File: config.mk
export PLATFORM = sky130hd
export DESIGN_NAME = pte_lookaside
export DESIGN_NICKNAME = d
export VERILOG_FILES = /design/src/rtl/plb_pkg.sv /design/src/rtl/plb_way_array.sv /design/src/rtl/plb_plru.sv /design/src/rtl/plb_victim.sv /design/src/rtl/pte_lookaside.sv
export SDC_FILE = /design/constraint.sdc
export NUM_CORES = 2
export LEC_CHECK = 0
export ABC_AREA = 1
export BUFFER_PORTS_ARGS = -buffer_cell sky130_fd_sc_hd__buf_2
export CELL_PAD_IN_SITES_DETAIL_PLACEMENT = 1
export CELL_PAD_IN_SITES_GLOBAL_PLACEMENT = 1
export CORE_MARGIN = 3
export CORE_UTILIZATION = 35
export CTS_CLUSTER_DIAMETER = 50
export DETAILED_ROUTE_END_ITERATION = 6
export PLACE_DENSITY_LB_ADDON = 0.1
export SYNTH_ARGS = -nofsm -noshare
export SYNTH_HDL_FRONTEND = slang
export SYNTH_SLANG_ARGS = --single-unit
File: constraint.sdc
create_clock -name clk -period 3.65 [get_ports clk]
set_input_delay 0.365 -clock clk [delete_from_list [all_inputs] [get_ports clk]]
set_output_delay 0.365 -clock clk [all_outputs]
set_load 0.02 [all_outputs]
File: src/rtl/plb_pkg.sv
`timescale 1ns/1ps
package plb_pkg;
  localparam int VPN_W    = 20;
  localparam int FRAME_W  = 20;
  localparam int SET_BITS = 3;
  localparam int WAY_BITS = 2;
  localparam int WAYS     = 1 << WAY_BITS;
  localparam int SETS     = 1 << SET_BITS;
  localparam int TAG_W    = VPN_W - SET_BITS;
  localparam int ATTR_W   = 5;

  typedef struct packed {
    logic cd;     // bit 4
    logic wt;     // bit 3
    logic dirty;  // bit 2
    logic wr;     // bit 1
    logic user;   // bit 0
  } pattr_t;

  typedef struct packed {
    logic [TAG_W-1:0]   tag;
    logic [FRAME_W-1:0] frame;
    pattr_t             attr;
  } pent_t;

  function automatic logic [2:0] plru_touch(input logic [2:0] st, input logic [WAY_BITS-1:0] w);
    logic [2:0] n;
    n    = st;
    n[0] = ~w[1];
    if (w[1]) n[2] = ~w[0];
    else      n[1] = ~w[0];
    return n;
  endfunction
endpackage

File: src/rtl/plb_way_array.sv
`timescale 1ns/1ps
module plb_way_array
  import plb_pkg::*;
(
  input  logic                 clk,
  input  logic                 rst_n,
  input  logic                 flush,
  input  logic [SET_BITS-1:0]  rd_set,
  input  logic [TAG_W-1:0]     rd_tag,
  output logic [WAYS-1:0]      hit_vec,
  output pent_t [WAYS-1:0]     rd_ents,
  input  logic                 wr_en,
  input  logic [SET_BITS-1:0]  wr_set,
  input  logic [WAY_BITS-1:0]  wr_way,
  input  pent_t                wr_ent,
  output logic [WAYS-1:0]      wr_valid_vec,
  output logic [WAYS-1:0]      wr_match_vec
);
  for (genvar w = 0; w < WAYS; w++) begin : g_way
    logic [SETS-1:0] vbits;
    pent_t           mem [SETS];

    always_ff @(posedge clk) begin
      if (!rst_n || flush)                             vbits <= '0;
      else if (wr_en && wr_way == WAY_BITS'(w))        vbits[wr_set] <= 1'b1;
    end

    always_ff @(posedge clk) begin
      if (wr_en && wr_way == WAY_BITS'(w)) mem[wr_set] <= wr_ent;
    end

    assign hit_vec[w]      = vbits[rd_set] && (mem[rd_set].tag == rd_tag);
    assign rd_ents[w]      = mem[rd_set];
    assign wr_valid_vec[w] = vbits[wr_set];
    assign wr_match_vec[w] = vbits[wr_set] && (mem[wr_set].tag == wr_ent.tag);
  end

  AST_SINGLE_MATCH: assert property (@(posedge clk) disable iff (!rst_n)
    $onehot0(hit_vec));
endmodule

File: src/rtl/plb_plru.sv
`timescale 1ns/1ps
module plb_plru
  import plb_pkg::*;
(
  input  logic                clk,
  input  logic                rst_n,
  input  logic                flush,
  input  logic                fill_en,
  input  logic [SET_BITS-1:0] fill_set,
  input  logic [WAY_BITS-1:0] fill_way,
  input  logic                hit_en,
  input  logic [SET_BITS-1:0] hit_set,
  input  logic [WAY_BITS-1:0] hit_way,
  output logic [WAY_BITS-1:0] tree_way
);
  logic [2:0] st [SETS];

  for (genvar s = 0; s < SETS; s++) begin : g_set
    always_ff @(posedge clk) begin
      if (!rst_n || flush)                               st[s] <= '0;
      else if (fill_en && fill_set == SET_BITS'(s))      st[s] <= plru_touch(st[s], fill_way);
      else if (hit_en && hit_set == SET_BITS'(s))        st[s] <= plru_touch(st[s], hit_way);
    end
  end

  logic [2:0] cur;
  assign cur      = st[fill_set];
  assign tree_way = cur[0] ? {1'b1, cur[2]} : {1'b0, cur[1]};

  AST_TOUCH_MOVES_AWAY: assert property (@(posedge clk) disable iff (!rst_n)
    (fill_en && !flush) |=> (tree_way[1] != $past(fill_way[1])) || (fill_set != $past(fill_set)));
endmodule

File: src/rtl/plb_victim.sv
`timescale 1ns/1ps
module plb_victim
  import plb_pkg::*;
(
  input  logic                clk,
  input  logic                rst_n,
  input  logic [WAYS-1:0]     match_vec,
  input  logic [WAYS-1:0]     valid_vec,
  input  logic [WAY_BITS-1:0] tree_way,
  output logic [WAY_BITS-1:0] way
);
  always_comb begin
    logic found;
    way   = tree_way;
    found = 1'b0;
    for (int w = 0; w < WAYS; w++) begin
      if (!found && match_vec[w]) begin
        way   = WAY_BITS'(w);
        found = 1'b1;
      end
    end
    for (int w = 0; w < WAYS; w++) begin
      if (!found && !valid_vec[w]) begin
        way   = WAY_BITS'(w);
        found = 1'b1;
      end
    end
  end

  AST_REUSE_MATCH: assert property (@(posedge clk) disable iff (!rst_n)
    (|match_vec) |-> match_vec[way]);
  AST_INVALID_FIRST: assert property (@(posedge clk) disable iff (!rst_n)
    (!(|match_vec) && !(&valid_vec)) |-> !valid_vec[way]);
endmodule

File: src/rtl/pte_lookaside.sv
`timescale 1ns/1ps
module pte_lookaside
  import plb_pkg::*;
(
  input  logic               clk,
  input  logic               rst_n,
  input  logic               flush_i,
  input  logic               lk_valid_i,
  output logic               lk_ready_o,
  input  logic [VPN_W-1:0]   lk_vpn_i,
  output logic               rsp_valid_o,
  output logic               rsp_hit_o,
  output logic [FRAME_W-1:0] rsp_frame_o,
  output logic [ATTR_W-1:0]  rsp_attr_o,
  input  logic               fill_valid_i,
  output logic               fill_ready_o,
  input  logic [VPN_W-1:0]   fill_vpn_i,
  input  logic [FRAME_W-1:0] fill_frame_i,
  input  logic [ATTR_W-1:0]  fill_attr_i
);
  logic [SET_BITS-1:0] lk_set, fl_set;
  logic [TAG_W-1:0]    lk_tag;
  logic [WAYS-1:0]     hit_vec, wr_valid_vec, wr_match_vec;
  pent_t [WAYS-1:0]    rd_ents;
  pent_t               wr_ent;
  logic [WAY_BITS-1:0] hit_way, tree_way, vic_way;
  logic                lk_fire, fill_fire, any_hit;

  assign lk_ready_o   = !flush_i;
  assign fill_ready_o = !flush_i;
  assign lk_fire      = lk_valid_i && lk_ready_o;
  assign fill_fire    = fill_valid_i && fill_ready_o;

  assign lk_set = lk_vpn_i[SET_BITS-1:0];
  assign lk_tag = lk_vpn_i[VPN_W-1:SET_BITS];
  assign fl_set = fill_vpn_i[SET_BITS-1:0];
  assign wr_ent = '{tag: fill_vpn_i[VPN_W-1:SET_BITS], frame: fill_frame_i, attr: pattr_t'(fill_attr_i)};

  plb_way_array u_arr (
    .clk(clk), .rst_n(rst_n), .flush(flush_i),
    .rd_set(lk_set), .rd_tag(lk_tag), .hit_vec(hit_vec), .rd_ents(rd_ents),
    .wr_en(fill_fire), .wr_set(fl_set), .wr_way(vic_way), .wr_ent(wr_ent),
    .wr_valid_vec(wr_valid_vec), .wr_match_vec(wr_match_vec)
  );

  always_comb begin
    hit_way = '0;
    for (int w = 0; w < WAYS; w++)
      if (hit_vec[w]) hit_way = WAY_BITS'(w);
  end
  assign any_hit = |hit_vec;

  plb_plru u_plru (
    .clk(clk), .rst_n(rst_n), .flush(flush_i),
    .fill_en(fill_fire), .fill_set(fl_set), .fill_way(vic_way),
    .hit_en(lk_fire && any_hit), .hit_set(lk_set), .hit_way(hit_way),
    .tree_way(tree_way)
  );

  plb_victim u_vic (
    .clk(clk), .rst_n(rst_n),
    .match_vec(wr_match_vec), .valid_vec(wr_valid_vec),
    .tree_way(tree_way), .way(vic_way)
  );

  assign rsp_valid_o = lk_fire;
  assign rsp_hit_o   = lk_fire && any_hit;
  assign rsp_frame_o = rsp_hit_o ? rd_ents[hit_way].frame : '0;
  assign rsp_attr_o  = rsp_hit_o ? rd_ents[hit_way].attr  : '0;

  AST_RESET_EMPTY: assert property (@(posedge clk) disable iff (!rst_n)
    !$past(rst_n) |-> !rsp_hit_o);
  AST_FLUSH_BLOCKS: assert property (@(posedge clk) disable iff (!rst_n)
    flush_i |-> (!fill_ready_o && !rsp_valid_o));
  AST_FLUSH_EMPTIES: assert property (@(posedge clk) disable iff (!rst_n)
    flush_i |=> !rsp_hit_o);
  AST_FILL_VISIBLE: assert property (@(posedge clk) disable iff (!rst_n)
    ($past(rst_n) && $past(fill_fire) && rsp_valid_o && lk_vpn_i == $past(fill_vpn_i))
      |-> (rsp_hit_o && rsp_frame_o == $past(fill_frame_i) && rsp_attr_o == $past(fill_attr_i)));
  AST_MISS_QUIET: assert property (@(posedge clk) disable iff (!rst_n)
    (rsp_valid_o && !rsp_hit_o) |-> (rsp_frame_o == '0 && rsp_attr_o == '0));
endmodule

# == Word-level counts from Yosys, hierarchy flattened ==
# Memories as Yosys holds them, arrays and structs flattened.
# Index checks and enable logic that the tools add are counted.
# word_totals
elab_cells,482
latch_bits,0
mem_bits_ro,0
output_inout_bits,29
ff_bits,32
memories,5
ram_bits,1368
input_bits,70
# op_classes
div_mod_pow,0
reduce_logical,89
n_mul,0
order_cmp,4
addsub,0
bitwise,56
n_shift,0
n_mux,267
eq_ne,57
# memory_table
name,depth,word_bits,read_ports,rd_ports_with_merged_regs,wr,line,rtl
u_arr.g_way[0].mem,8,42,2,0,1,plb_way_array.sv:21,pent_t mem [SETS];
u_arr.g_way[1].mem,8,42,2,0,1,plb_way_array.sv:21,
u_arr.g_way[2].mem,8,42,2,0,1,plb_way_array.sv:21,
u_arr.g_way[3].mem,8,42,2,0,1,plb_way_array.sv:21,
u_plru.st,8,3,1,0,8,plb_plru.sv:16,logic [2:0] st [SETS];
# ops
cell,count
1-bit 2-to-1 mux,243
17-bit equality test,8
42-bit binary-select mux with 2-bit select,1
4-bit inequality test (second input constant),16
2-bit AND reduction,32
3-bit inequality test (second input constant),16
1-bit OR,48
1-bit logical AND,39
8-bit OR,4
25-bit 2-to-1 mux,1
1-bit binary-select mux with 3-bit select,8
3-bit equality test (second input constant),8
2-bit 2-to-1 mux,11
20-bit 2-to-1 mux,1
1-bit zero test,13
3-bit by 2-bit equality test with 1-bit output (second input constant),4
3-bit by 4-bit < comparator with 1-bit output (second input constant),2
3-bit by 1-bit equality test with 1-bit output (second input constant),2
3-bit zero test,2
5-bit 2-to-1 mux,1
2-bit equality test (second input constant),2
1-bit inverter,4
4-bit OR reduction,1
1-bit demux with 3-bit select,1
5 further kinds,5

# == Logic depth before layout (Yosys ltp) ==
# logic_depth
depth_word,31
ltp_mapped,25

# == By module ==
# From an unflattened synthesis, not the netlist that was laid out.
# unflattened
cells_unflattened,6892
hier_area_um2,65368.9
# modules_own_cells
module,area_each_um2,cells_per_inst,instances
plb_way_array,62118.3,6283,1
plb_plru,1829.3,273,1
pte_lookaside,1286.2,309,1
plb_victim,135.1,27,1

# == Least setup slack after synthesis ==
# OpenSTA, ideal clock, no wires.
# synth_timing
kind,input to register
from,input fill_vpn_i[1]
to,"memory u_arr.g_way[0].mem[6][0] (netlist bit), enable pin"
required_time_ns,3.254
slack_ns,-0.096
n_path_buf,4
setup_time_ns,0.396
stages,21
arrival_time_ns,3.349
cell_sequence,buf_2 nor2_1 buf_2 buf_4 nand2_1 nand4_1 nand2_1 nand2_1 nand2_1 nand2_1 nor2_1 nand3_1 nand2_1 nor2_2 nand3b_1 nand2_1 nand2_1 nor2_4 buf_4 nand3_1 inv_1
# synth_between
elab_chain_len,29
# synth_lines
element,line,rtl
start: declaration,pte_lookaside.sv:17,"input logic [VPN_W-1:0] fill_vpn_i,"
memory read 8 x 42 bit or 1-bit binary-select mux with 3-bit select (tied branches),n/a,
17-bit equality test or 1-bit 2-to-1 mux (tied branches),"plb_way_array.sv:35, plb_way_array.sv:34",
1-bit logical AND,plb_way_array.sv:35,assign wr_match_vec[w] = vbits[wr_set] && (mem[wr_set].tag == wr_ent.tag);
1-bit 2-to-1 mux,plb_victim.sv:17,if (!found && match_vec[w]) begin
1-bit zero test,plb_victim.sv:17,
1-bit logical AND,plb_victim.sv:17,
1-bit 2-to-1 mux,plb_victim.sv:17,
1-bit zero test,plb_victim.sv:17,
[... 13 more ...],n/a,
1-bit 2-to-1 mux,plb_victim.sv:23,if (!found && !valid_vec[w]) begin
1-bit zero test,plb_victim.sv:23,
1-bit logical AND,plb_victim.sv:23,
2-bit 2-to-1 mux,plb_victim.sv:23,
2-bit zero test,plb_way_array.sv:29,if (wr_en && wr_way == WAY_BITS'(w)) mem[wr_set] <= wr_ent;
1-bit logical AND,plb_way_array.sv:29,
1-bit 2-to-1 mux,plb_way_array.sv:29,
1-bit 2-to-1 mux (implied by the code),plb_way_array.sv:29,
end: declaration,plb_way_array.sv:21,
# Parallel ways exist; a longest one is shown, timed or not. The select of a mux whose other input is x is not followed.

# == Worst setup path in the final report ==
# layout_timing
from,input lk_vpn_i[0]
to,output rsp_frame_o[11]
# layout_between
elab_chain_len,9
# layout_lines
element,line,rtl
start: declaration,pte_lookaside.sv:10,"input logic [VPN_W-1:0] lk_vpn_i,"
memory read 8 x 42 bit or 1-bit binary-select mux with 3-bit select (tied branches),n/a,
17-bit equality test or 1-bit 2-to-1 mux (tied branches),plb_way_array.sv:32,assign hit_vec[w] = vbits[rd_set] && (mem[rd_set].tag == rd_tag);
1-bit logical AND,plb_way_array.sv:32,
1-bit 2-to-1 mux,pte_lookaside.sv:49,if (hit_vec[w]) hit_way = WAY_BITS'(w);
2-bit 2-to-1 mux (2 in a row),pte_lookaside.sv:49,
42-bit binary-select mux with 2-bit select,pte_lookaside.sv:68,assign rsp_frame_o = rsp_hit_o ? rd_ents[hit_way].frame : '0;
25-bit 2-to-1 mux,n/a,
20-bit 2-to-1 mux *,pte_lookaside.sv:68,
end: declaration,pte_lookaside.sv:13,"output logic [FRAME_W-1:0] rsp_frame_o,"
# Mark *: on every way between the ends. The rest lies on a longest branch, timed or not. The select of a mux whose other input is x is not followed.

==> impl_results.md <==
* Slew Limit Fails at 0
* R2r startpoint: u_arr.g_way[1].mem[3][27]
* Area Growth Syn to Fin at 34.4%
* Reg2reg path depth at 22
* Endpoints failing setup at 624
* WP depth at 23
* Async set-or-reset flop fraction in the synthesized netlist at 0%
* Synth cell types at 45
* Synth warn at 0
* CP Capture Type: output pin
* Final HPWL DP at 189 mm
* CP max-delay cell: nor2_1
* Hold Path Class: input port to register
* CP required at 3.28 ns
* # nets final at 6805
* Die H at 425 um
* Buf/Inv on CP at 8
* Final period util at 121%
* Largest net degree at the start of global routing at approximately 150
* Reg2reg setup slack at -0.14 ns
* Worst Setup EP: rsp_frame_o[11]
* Syn Nets at 5759
* RSZ-0062 raised after global routing: true
* DR pass1 iterations at 5
* Worst-path fanout max at 14
* # clock sinks at 1400
* Pre-CTS setup slack at -1.03 ns
* Critical path arrival at 4.05 ns
* Die area at 180000 um2
* Top delay family on crit path: simple AND/OR/NAND/NOR gates
* First-pass GRT wire length at between 300 and 400 mm
* Rows at between 150 and 200
* H-tree depth at 4
* Cell Pwr Density at about 480 nW/um2
* CP Cell Sequence: buf_2 -> buf_4 -> nor2_4 -> buf_12 -> buf_12 -> buf_4 -> nand2_1 -> nand3_1 -> nand3b_1 -> nand2_1 -> nand2_1 -> nand2_1 -> nor2_1 -> nand4_1 -> nor2_1 -> nand3_1 -> nand4_4 -> and2_4 -> buf_12 -> o21ai_1 -> nor2_2 -> buf_4 -> buf_4
* Core area at 174000 um2
* Antenna viol nets, final at 0
* Hold WS at -0.00170 ns
* Worst skew pair latency at 0.84 ns
* Starting Density at 35.2%
* Residual DRC count at 0
* Chip width at 425 um
* Largest stage delay, worst path at 0.26 ns
* Via density at 5.64
* Clk root buf: clkbuf_16
* PnR worst setup slack at -0.760 ns
* Primary FF master, synth: edfxtp_1
* Flops & latches, synth at about 1.4k
* Max-Cap Viols at 0
* Iteration-0 DRC Markers at about 5.6k
* Crit. Startpoint: lk_vpn_i[0]
* Total Routing Usage GR at 30.3%
* Worst-path clk slew at 0.06 ns
* Crit path time final at 4.41 ns
* Fillers at ~19k
* Clock skew at around 0.05 ns
* Routed len/inst at 31.1 um
* Post-synthesis sequential area ratio at 67.9%
* Avg Cell Area, Syn at between 10 and 15 um2
* CTS buffer count at about 180
* Reg-to-Reg End: u_arr.g_way[2].mem[3][4]
* Post-Route WL at 287 mm
* Critical path class: input port to output pin
* Vias in the first global route at slightly above 50k
* Leakage dissipation at about 31 nW
* Min-delay src: fill_vpn_i[7]
* Routed via count at approximately 52k
* Gate Count Post-Synth at 5689
* Antenna violations before repair at 15
* Top-Level Pins at 99
* GRT overflow at 0
* Layout cells sized above 1 at between 20% and 30%
* Utilization after layout at 47.4%
* Post-synth EDFFs at 1368
* Worst slew pin tran at 1.19 ns
* Fmax at 0.227 GHz
* Failing checks: hold timing, setup timing
* Crit path launch type: input port
* Mapped Area at 61400 um2
* Top cell type's share of synthesized area at between 60% and 70%
* Placer Congestion at 0.973
* Status: complete, but fails checks
* Clk buf depth at 3
* Top cells by area, synth: edfxtp_1 (67%), nand2_1 (11%), o22ai_1 (4.2%)
* CTS tree: done
* # port buffers at 98
* Relative slew slack at 20.1%
* Peak supply drop at 0.000494 V
* Cell taking the most area after synthesis: edfxtp_1
* Fin. Hold Viols at 2
-- per-layer routing --
metal | part of all wire [%] | track usage [%] | up-vias
met5 | 0.020 | 0 | -
met4 | 4.8 | 11.8 | 8
met3 | 6.2 | 4.14 | 512
met2 | 47 | 50.0 | 2015
met1 | 42 | 40.5 | 26800
li1 | - | - | 22600
-- sequential cells by signal, summed over array words and instances, names as in the netlist --
register and cells:
u_arr.g_way.mem 1344, u_plru.st 24, u_arr.g_way.vbits 32
-- final cells by class --
class | count | area [um2] | share of cell area, %
flip-flops and latches | 1400 | 41700 | 50.6
multi-input cells | 3734 | 18500 | 22.4
repair buffers | 1190 | 12300 | 14.9
clock buffers | 202 | 4590 | 5.56
well taps | 2325 | 2910 | 3.53
clock inverters | 121 | 1450 | 1.76
inverters | 230 | 1030 | 1.25
diodes | 1 | 2.50 | 0.00303
-- cells in the final DEF, fill, tap and decap left out, types with 15 or more instances in the layout --
cell type,instances
nand2_1,1784
edfxtp_1,1368
buf_4,818
o22ai_1,415
nand3_1,333
o21ai_0,261
nor2_1,233
clkbuf_16,208
buf_12,187
inv_1,177
nand4_1,152
a21oi_1,111
a22oi_1,75
buf_2,68
nand2_2,53
buf_6,53
nand3b_1,42
nand3_2,41
clkinvlp_4,39
o21a_1,33
clkinv_1,32
dfxtp_1,32
nor2_4,27
o211ai_1,26
nand3_4,25
clkinv_2,24
bufinv_16,23
clkbuf_1,22
buf_16,21
nor2_2,20
o21ai_2,18
o21ai_1,15
inv_6,15
-- report_power, final --
group          internal [mW]  switching (mW)
combinational           1.33            2.71
clock                   10.8            7.39
sequential              17.7          0.0323
total                   29.8            10.1
-- cells by family (layout without fill, tap and decap cells) --
group | Yosys count | after routing | synth area share, %
flip-flops | 1400 | 1400 | 67.9
other | 0 | 1 | 0
AO/OA/AOI/OAI | 981 | 981 | 9.51
XOR/XNOR | 2 | 2 | 0.0285
AND/OR/NAND/NOR | 2751 | 2751 | 18.7
buffers and inverters | 555 | 1743 | 3.83
-- cells in the mapped netlist (all sizes together), types with 2 or more instances --
master and number:
a21oi 114, a22oi 76, buf 185, clkbuf 140, clkinv 2, dfxtp 32, edfxtp 1368, inv 228
nand2 1851, nand3 399, nand3b 42, nand4 153, nor2 280, nor3 13, nor4 9, o2111ai 12
o211ai 26, o21a 33, o21ai 296, o22ai 416, xor2 2
-- what timing repair did --
item	CTS	global route
resized for setup	235	198
pin swaps	41	52
setup endpoints to repair	1401	1381
hold buffers	8	0
buffers inserted	27	39
hold endpoints to repair	38	0
gates cloned	15	32
-- worst reg2reg max path, cell delays in order, from the launching register on --
cell and delay [ns]:
edfxtp_1 0.35, buf_4 0.11, nand2_2 0.05, nand2_2 0.06
nand2_2 0.06, nand3_2 0.09, nand2_4 0.07, o211ai_1 0.59
nor2_1 0.14, nand3_2 0.16, nand2_4 0.09, nor2_4 0.16
buf_6 0.13, nand4_1 0.12, buf_4 0.18, a21oi_4 0.17
buf_6 0.12, buf_12 0.14, nand3_4 0.10, clkinvlp_4 0.17
buf_12 0.17, buf_12 0.15, clkbuf_16 0.14
-- per-stage QoR --
stage          power, mW  setup TNS [ns]  hold slack (ns)  cells  area (um2)
2_1_floorplan       19.6               0            0.440   5689       61500
3_3_place_gp        21.8        -1254.95            0.468   8763       72900
3_5_place_dp        21.9        -1248.32            0.465   8763       72900
4_1_cts             40.0          -17.03          0.00186   9133       80600
5_1_grt             41.1         -129.04           0.0181   9202       82500
6_report            40.0          -41.15         -0.00170   9203       82500
-- worst min-delay path by stage --
stage,end,slack [ns],cells past startpoint
after detailed placement,u_arr.g_way[3].vbits[6],0.47,2
after global routing,u_arr.g_way[1].mem[2][29],0.02,2
after CTS,u_arr.g_way[3].vbits[6],0.002,4
final,u_arr.g_way[1].mem[2][29],-0.002,2
after floorplan,u_arr.g_way[2].vbits[0],0.44,2
after global placement,u_arr.g_way[3].vbits[6],0.47,2
Power figures use the tool's default switching activity.
